[config.mk]
export PLATFORM = sky130hd
export DESIGN_NAME = crtc_regfile
export DESIGN_NICKNAME = d
export VERILOG_FILES = /design/src/rtl/crtc_pkg.sv /design/src/rtl/crtc_index_reg.sv /design/src/rtl/crtc_reg_bank.sv /design/src/rtl/crtc_vtiming_pack.sv /design/src/rtl/crtc_regfile.sv
export SDC_FILE = /design/constraint.sdc
export NUM_CORES = 1
export LEC_CHECK = 0
export BUFFER_PORTS_ARGS = -buffer_cell sky130_fd_sc_hd__buf_2
export CAP_MARGIN = 20
export CORE_MARGIN = 3
export CORE_UTILIZATION = 60
export DETAILED_ROUTE_END_ITERATION = 8
export GPL_ROUTABILITY_DRIVEN = 0
export PLACE_DENSITY_LB_ADDON = 0.1
export SYNTH_ARGS = -nofsm -noshare
export SYNTH_HDL_FRONTEND = slang
export SYNTH_SLANG_ARGS = --single-unit
[constraint.sdc]
create_clock -name clk_i -period 4.5 [get_ports clk_i]
set_clock_uncertainty 0.05 [all_clocks]
set_input_delay 0.9 -clock clk_i [delete_from_list [all_inputs] [get_ports clk_i]]
set_output_delay 0.9 -clock clk_i [all_outputs]
set_load 0.02 [all_outputs]
[src/rtl/crtc_pkg.sv]
package crtc_pkg;
  localparam int unsigned IDX_W  = 5;
  localparam int unsigned DW     = 8;
  localparam int unsigned NREG   = 1 << IDX_W;
  localparam int unsigned VW     = DW + 1;

  localparam logic [IDX_W-1:0] A_DEND = 5'h01;
  localparam logic [IDX_W-1:0] A_VTOT = 5'h06;
  localparam logic [IDX_W-1:0] A_OVF  = 5'h07;
  localparam logic [IDX_W-1:0] A_VRS  = 5'h10;
  localparam logic [IDX_W-1:0] A_VDE  = 5'h12;
  localparam logic [IDX_W-1:0] A_VBS  = 5'h15;
  localparam logic [IDX_W-1:0] A_LC   = 5'h18;

  // overflow bit positions (decoded by the timing core)
  localparam int unsigned OB_VT  = 0;
  localparam int unsigned OB_VDE = 1;
  localparam int unsigned OB_VRS = 2;
  localparam int unsigned OB_VBS = 3;
  localparam int unsigned OB_LC  = 4;

  localparam logic [DW-1:0] OVF_USED = 8'h1F;
  localparam logic [DW-1:0] OVF_WP0  = 8'h0D;
  localparam logic [DW-1:0] OVF_WP1  = 8'h12;

  function automatic logic [DW-1:0] wr_mask(input logic [IDX_W-1:0] sel,
                                            input logic [1:0] wp);
    logic [DW-1:0] m;
    m = '1;
    unique case (sel)
      5'h00, 5'h02, 5'h03, 5'h04, 5'h05, 5'h06: if (wp[0]) m = '0;
      A_DEND: if (wp[1]) m = '0;
      A_OVF: begin
        m = OVF_USED;
        if (wp[0]) m = m & ~OVF_WP0;
        if (wp[1]) m = m & ~OVF_WP1;
      end
      default: m = '1;
    endcase
    return m;
  endfunction
endpackage

[src/rtl/crtc_index_reg.sv]
module crtc_index_reg
  import crtc_pkg::*;
(
  input  logic             clk_i,
  input  logic             rst_ni,
  input  logic             wr_i,
  input  logic [DW-1:0]    wdata_i,
  output logic [IDX_W-1:0] sel_o,
  output logic [DW-1:0]    idx_o
);
  logic [IDX_W-1:0] idx_q;

  always_ff @(posedge clk_i or negedge rst_ni) begin
    if (!rst_ni)   idx_q <= '0;
    else if (wr_i) idx_q <= wdata_i[IDX_W-1:0];
  end

  assign sel_o = idx_q;
  assign idx_o = {{(DW-IDX_W){1'b0}}, idx_q};


  idx_hold_chk: assert property (@(posedge clk_i) disable iff (!rst_ni)
    !wr_i |=> $stable(sel_o));


  idx_trunc_chk: assert property (@(posedge clk_i) disable iff (!rst_ni)
    wr_i |=> sel_o == $past(wdata_i[IDX_W-1:0]));
endmodule

[src/rtl/crtc_reg_bank.sv]
module crtc_reg_bank
  import crtc_pkg::*;
(
  input  logic                      clk_i,
  input  logic                      rst_ni,
  input  logic                      wr_i,
  input  logic                      rd_i,
  input  logic [IDX_W-1:0]          sel_i,
  input  logic [DW-1:0]             wdata_i,
  input  logic [1:0]                wp_i,
  output logic [DW-1:0]             rdata_o,
  output logic [NREG-1:0][DW-1:0]   regs_o
);
  logic [NREG-1:0][DW-1:0] regs_q;
  logic [DW-1:0]           mask;
  logic [DW-1:0]           rdata_q;

  assign mask = wr_mask(sel_i, wp_i);

  for (genvar i = 0; i < NREG; i++) begin : g_reg
    always_ff @(posedge clk_i or negedge rst_ni) begin
      if (!rst_ni) regs_q[i] <= '0;
      else if (wr_i && sel_i == IDX_W'(i))
        regs_q[i] <= (regs_q[i] & ~mask) | (wdata_i & mask);
    end
  end

  always_ff @(posedge clk_i or negedge rst_ni) begin
    if (!rst_ni)   rdata_q <= '0;
    else if (rd_i) rdata_q <= regs_q[sel_i];
  end

  assign rdata_o = rdata_q;
  assign regs_o  = regs_q;


  wp0_block_chk: assert property (@(posedge clk_i) disable iff (!rst_ni)
    (wr_i && wp_i[0] && sel_i == 5'h00) |=> $stable(regs_q[0]));


  wp1_block_chk: assert property (@(posedge clk_i) disable iff (!rst_ni)
    (wr_i && wp_i[1] && sel_i == A_DEND) |=> $stable(regs_q[A_DEND]));


  ovf_split_chk: assert property (@(posedge clk_i) disable iff (!rst_ni)
    (wr_i && wp_i == 2'b01 && sel_i == A_OVF) |=>
      ($stable(regs_q[A_OVF][OB_VT]) &&
       regs_q[A_OVF][OB_LC] == $past(wdata_i[OB_LC])));


  ovf_unused_chk: assert property (@(posedge clk_i) disable iff (!rst_ni)
    regs_q[A_OVF][DW-1:5] == '0);


  free_write_chk: assert property (@(posedge clk_i) disable iff (!rst_ni)
    (wr_i && sel_i == 5'h08) |=> regs_q[8] == $past(wdata_i));


  rd_hold_chk: assert property (@(posedge clk_i) disable iff (!rst_ni)
    !rd_i |=> $stable(rdata_o));
endmodule

[src/rtl/crtc_vtiming_pack.sv]
module crtc_vtiming_pack
  import crtc_pkg::*;
(
  input  logic                    en_i,
  input  logic [NREG-1:0][DW-1:0] regs_i,
  output logic [VW-1:0]           vtotal_o,
  output logic [VW-1:0]           vdisp_end_o,
  output logic [VW-1:0]           vretrace_o,
  output logic [VW-1:0]           vblank_o,
  output logic [VW-1:0]           line_cmp_o
);
  logic [DW-1:0] ovf;
  assign ovf = regs_i[A_OVF];

  always_comb begin
    vtotal_o    = '0;
    vdisp_end_o = '0;
    vretrace_o  = '0;
    vblank_o    = '0;
    line_cmp_o  = '0;
    if (en_i) begin
      vtotal_o    = {ovf[OB_VT],  regs_i[A_VTOT]};
      vdisp_end_o = {ovf[OB_VDE], regs_i[A_VDE]};
      vretrace_o  = {ovf[OB_VRS], regs_i[A_VRS]};
      vblank_o    = {ovf[OB_VBS], regs_i[A_VBS]};
      line_cmp_o  = {ovf[OB_LC],  regs_i[A_LC]};
    end
  end
endmodule

[src/rtl/crtc_regfile.sv]
module crtc_regfile
  import crtc_pkg::*;
(
  input  logic          clk_i,
  input  logic          rst_ni,
  input  logic          idx_wr_i,
  input  logic          data_wr_i,
  input  logic          data_rd_i,
  input  logic [7:0]    wdata_i,
  input  logic [1:0]    wp_i,
  input  logic          vga_mode_i,
  output logic [7:0]    idx_o,
  output logic [7:0]    rdata_o,
  output logic [8:0]    vtotal_o,
  output logic [8:0]    vdisp_end_o,
  output logic [8:0]    vretrace_o,
  output logic [8:0]    vblank_o,
  output logic [8:0]    line_cmp_o
);
  logic [IDX_W-1:0]        sel;
  logic [NREG-1:0][DW-1:0] regs;

  crtc_index_reg u_idx (
    .clk_i   (clk_i),
    .rst_ni  (rst_ni),
    .wr_i    (idx_wr_i),
    .wdata_i (wdata_i),
    .sel_o   (sel),
    .idx_o   (idx_o)
  );

  crtc_reg_bank u_bank (
    .clk_i   (clk_i),
    .rst_ni  (rst_ni),
    .wr_i    (data_wr_i),
    .rd_i    (data_rd_i),
    .sel_i   (sel),
    .wdata_i (wdata_i),
    .wp_i    (wp_i),
    .rdata_o (rdata_o),
    .regs_o  (regs)
  );

  crtc_vtiming_pack u_vt (
    .en_i        (vga_mode_i),
    .regs_i      (regs),
    .vtotal_o    (vtotal_o),
    .vdisp_end_o (vdisp_end_o),
    .vretrace_o  (vretrace_o),
    .vblank_o    (vblank_o),
    .line_cmp_o  (line_cmp_o)
  );


  same_cycle_chk: assert property (@(posedge clk_i) disable iff (!rst_ni)
    (idx_wr_i && data_wr_i && sel == A_LC && vga_mode_i) |=>
      (!vga_mode_i || line_cmp_o[DW-1:0] == $past(wdata_i)));


  mode_off_chk: assert property (@(posedge clk_i) disable iff (!rst_ni)
    !vga_mode_i |-> (vtotal_o | vdisp_end_o | vretrace_o | vblank_o | line_cmp_o) == '0);
endmodule

Word level (Yosys, flattened, before mapping)
Index checks and enable logic that the tools add are counted.

Bits of input ports: 16. Output and inout bits: 61. Register bits: 269.

Reductions and logical operators: 34. $lt $le $gt $ge: 1. Multiplexer cells: 12. Bitwise operators: 66. Equal/unequal tests: 31.

Operator list (number): 8-bit bitwise AND (33); 8-bit bitwise OR (32); 5-bit equality test (second input constant) (16); 9-bit two-way mux (5); 8-bit binary-select mux with 5-bit select (1); 5-bit by 4-bit equality test with 1-bit output (second input constant) (8); 1-bit logical AND (32); 8-bit two-way mux (3); 8-bit one-hot mux with 3 select lines (1); 5-bit by 3-bit equality test with 1-bit output (second input constant) (4); 5-bit by 2-bit equality test with 1-bit output (second input constant) (2); 8-bit inverter (1); 5-bit by 6-bit less-than comparator with 1-bit output (second input constant) (1); 6-bit OR reduction (1); 5-bit by 1-bit equality test with 1-bit output (second input constant) (1); 5-bit zero test (1); 5-bit two-way mux (1); 4-bit two-way mux (1).

Longest topological paths before layout
Depth in word-level cells: 6. Depth in mapped cells: 8.

Cells and area by module
From an unflattened synthesis, not the netlist that was laid out.

Cells, all modules: 894. Area total of the unflattened synthesis: 12964.9 µm².

Modules (own cells, without submodules): crtc_reg_bank (area an instance 12361.9 µm², instances 1, cells each 826); crtc_vtiming_pack (area an instance 357.8 µm², instances 1, cells each 49); crtc_index_reg (area an instance 245.2 µm², instances 1, cells each 19).

Worst setup path after synthesis
OpenSTA, ideal clock, no wires.

Kind: input port to output port. From: input port vga_mode_i. To: output port line_cmp_o[0]. Slack: 2.222 ns. Arrival time: 1.328 ns. Cell stages on the path: 2. Path buffers: 1. Required time: 3.550 ns. Cells stage by stage: clkbuf_1 > and2_1.

Word-level cells in the longest chain between the ends: 1.

RTL lines: from (decl) (line crtc_regfile.sv:11) `input logic vga_mode_i,`; 9-bit two-way mux (line crtc_vtiming_pack.sv:21) `if (en_i) begin`; to (decl) (line crtc_regfile.sv:18) `output logic [8:0] line_cmp_o`.

Every way passes these cells.

Worst setup path in the final report
From: register u_idx.idx_q[0], in the netlist u_idx.sel_o[0]. To: output port idx_o[0].

RTL lines: from (decl) (line crtc_index_reg.sv:11) `logic [IDX_W-1:0] idx_q;`; from (signal assigned) (line crtc_index_reg.sv:15) `else if (wr_i) idx_q <= wdata_i[IDX_W-1:0];`; to (decl) (line crtc_regfile.sv:12) `output logic [7:0] idx_o,`.

No word-level cell between the ends.

==> reports/results.tsv <==
metric	value	unit
Cell variety after synth	45	
mapped cell area	12700	sq um
Max Used Layer	met4	
I/O Pins	77	
die area	22900	sq um
TNS Setup	0	ns
WL final	30200	um
R2R depth	3	
antenna violations before repair	0	
core area	20500	sq um
Port Buffers	73	
number of synthesized flops with an enable pin	0	
hold_buf cts	0	
clk sinks	269	
DR WL met3	1760	um
R2R Setup Slk	1.43	ns
multi-input logic area	5590	sq um
Metal-1 WL	13500	um
routed vias/inst	6.30	
crit path capture type	output port	
Period minus WS final	3.09	ns
Hold Path Class	flip-flop to flip-flop	
Synth Register Bits	269	
most frequent cell after synthesis	dfrtp_1	
Hold Violations, Final	0	
placement-stage worst setup slack	1.48	ns
first drt pass iteration count	5	
P&R area growth vs syn	10.8	%
Overflow after GRT	0	
Die H	151	um
Final Hold Slack	0.324	ns
vias in the first global route	8115	
Critical Path RT	3.55	ns
Core Util, Final	68.6	%
post-CTS setup buffer count	0	
Crit Path Category	flip-flop to output port	
PostCTS Resize Cnt	0	
critical path's slowest cell	dfrtp_4	
register area	6740	sq um
WP depth	2	
Final Worst Setup Slack	1.41	ns
clock-pin slew on the worst setup and hold paths	0.06	ns
H-tree Lvls	1	
post-synthesis sequential area ratio	53.0	%
VDD IR max	312	uV
fin nets	929	
CP Max Fanout	62	
most common flop cell mapped by yosys	dfrtp_1	
First DRT Iteration DRCs	592	
CP top delay family	flip-flops	
RSZ-0062 raised after global routing	no	
top cells by area, synth	dfrtp_1 (53%), mux2_2 (23%), mux4_2 (8.3%)	
slew at the pin closest to its max-slew limit	1.07	ns
worst-path cell chain	buf_12 > buf_2	
starting density of the core	62.0	%
Clock Latency Late Sink	0.54	ns
Power, Total	7.46	mW
Setup crit start kind	flip-flop	
Post-synth top cells	dfrtp_1 (269), mux2_2 (264), mux4_2 (47)	
Clock Tree Buf Depth	3	
largest area contributor in the netlist	dfrtp_1	
Fmax	324	MHz
Critical Path AT	2.14	ns
ys async rst share	100	%
Avg Inst Size Synth	14.6	sq um
CTS tree	done	
Hold Path Depth	0	
proportion of layout cells with a drive suffix above 1	50.1	%
die width	151	um
Buffers & Inverters on Critical Path	2	
Num CTS Buffers	28	
routed len/inst	25.1	um
Slew Limit Fails	0	
Synth Warn #	0	
largest net degree at the start of global routing	125	
Final ANT Viol Nets	0	
synthesized instance count	870	
ant diodes	0	
top cell type's share of synthesized area	53.0	%
part of the cycle the worst path needs	68.6	%
leakage power total	6.40	nW
Pwr Density	531	nW/um^2
first-pass GRT wire length	47600	um
total of fill cells in the finished design	1456	
Core Rows	52	
outcome	complete, no violations	
clock root cell	clkbuf_16	
DPL Wire Length	19500	um
WL met2	14300	um
total number of vias	7587	
final setup fails	0	
DRC	0	
Tot GR Track Use	27.5	%
crit-path max cell delay	0.79	ns
Slew headroom	28.9	%
maxcap violations	0	
-- worst reg2reg max path: stages (launching register included) --
cell and delay (ns):
dfrtp_1 1.05, nor2b_1 0.85, nand2_1 0.57, mux2_2 0.44
-- logic make-up (layout without fill, tap and decap cells) --
family                 count (synthesis)  count (layout)  synth area share (%)
other                                  1               3                0.0295
flip-flops                           269             269                  53.0
AO/OA/AOI/OAI                         55              55                  3.11
AND/OR/NAND/NOR                      128             128                  6.32
buffers and inverters                 71             134                  3.02
multiplexers                         346             346                  34.5
-- cell type report --
type	count	area share [%]
Sequential cell	269	47.9
Inverter	1	0.0267
Multi-Input combinational cell	532	39.8
Tap cell	270	2.40
Clock buffer	41	6.12
Timing Repair Buffer	81	3.36
Clock inverter	11	0.418
-- final timing paths --
kind | from | endpoint
max | u_idx.sel_o[0] | idx_o[0]
min | flip-flop | flip-flop
max reg2reg | u_idx.sel_o[2] | flip-flop
min reg2reg | flip-flop | flip-flop
max in group asynchronous | rst_ni | async pin
min in group asynchronous | rst_ni | async pin
-- through the flow --
stage	area, sq um	std cells
2_1_floorplan	12700	872
3_3_place_gp	13100	1153
3_5_place_dp	13100	1153
4_1_cts	14100	1205
5_1_grt	14100	1205
6_report	14100	1205
-- per-layer routing --
| layer | GRT usage, % | up-vias |
|---|---|---|
| li1 | - | 3280 |
| met1 | 40.8 | 4039 |
| met2 | 42.8 | 222 |
| met3 | 4.85 | 46 |
| met4 | 6.71 | 0 |
| met5 | 0 | - |
-- layout by cell type (no fill, tap or decap), types with 6 or more instances in the layout --
cell type	n
clkbuf_16	29
nor2_1	19
o22ai_1	6
a211oi_1	10
nor2_2	13
mux2i_1	35
dfrtp_1	266
buf_2	72
clkinv_2	10
nand2_1	16
mux2_2	264
mux4_2	47
a32oi_1	7
and2_1	46
o221ai_1	6
clkbuf_8	9
a21oi_1	12
-- power by group --
part	internal, mW	switching (mW)	total (mW)
sequential	3.11	0.441	3.55
clock	1.32	0.940	2.26
combinational	0.941	0.711	1.65
total	5.37	2.09	7.46
Note: power is estimated with default switching activity, not from simulation.
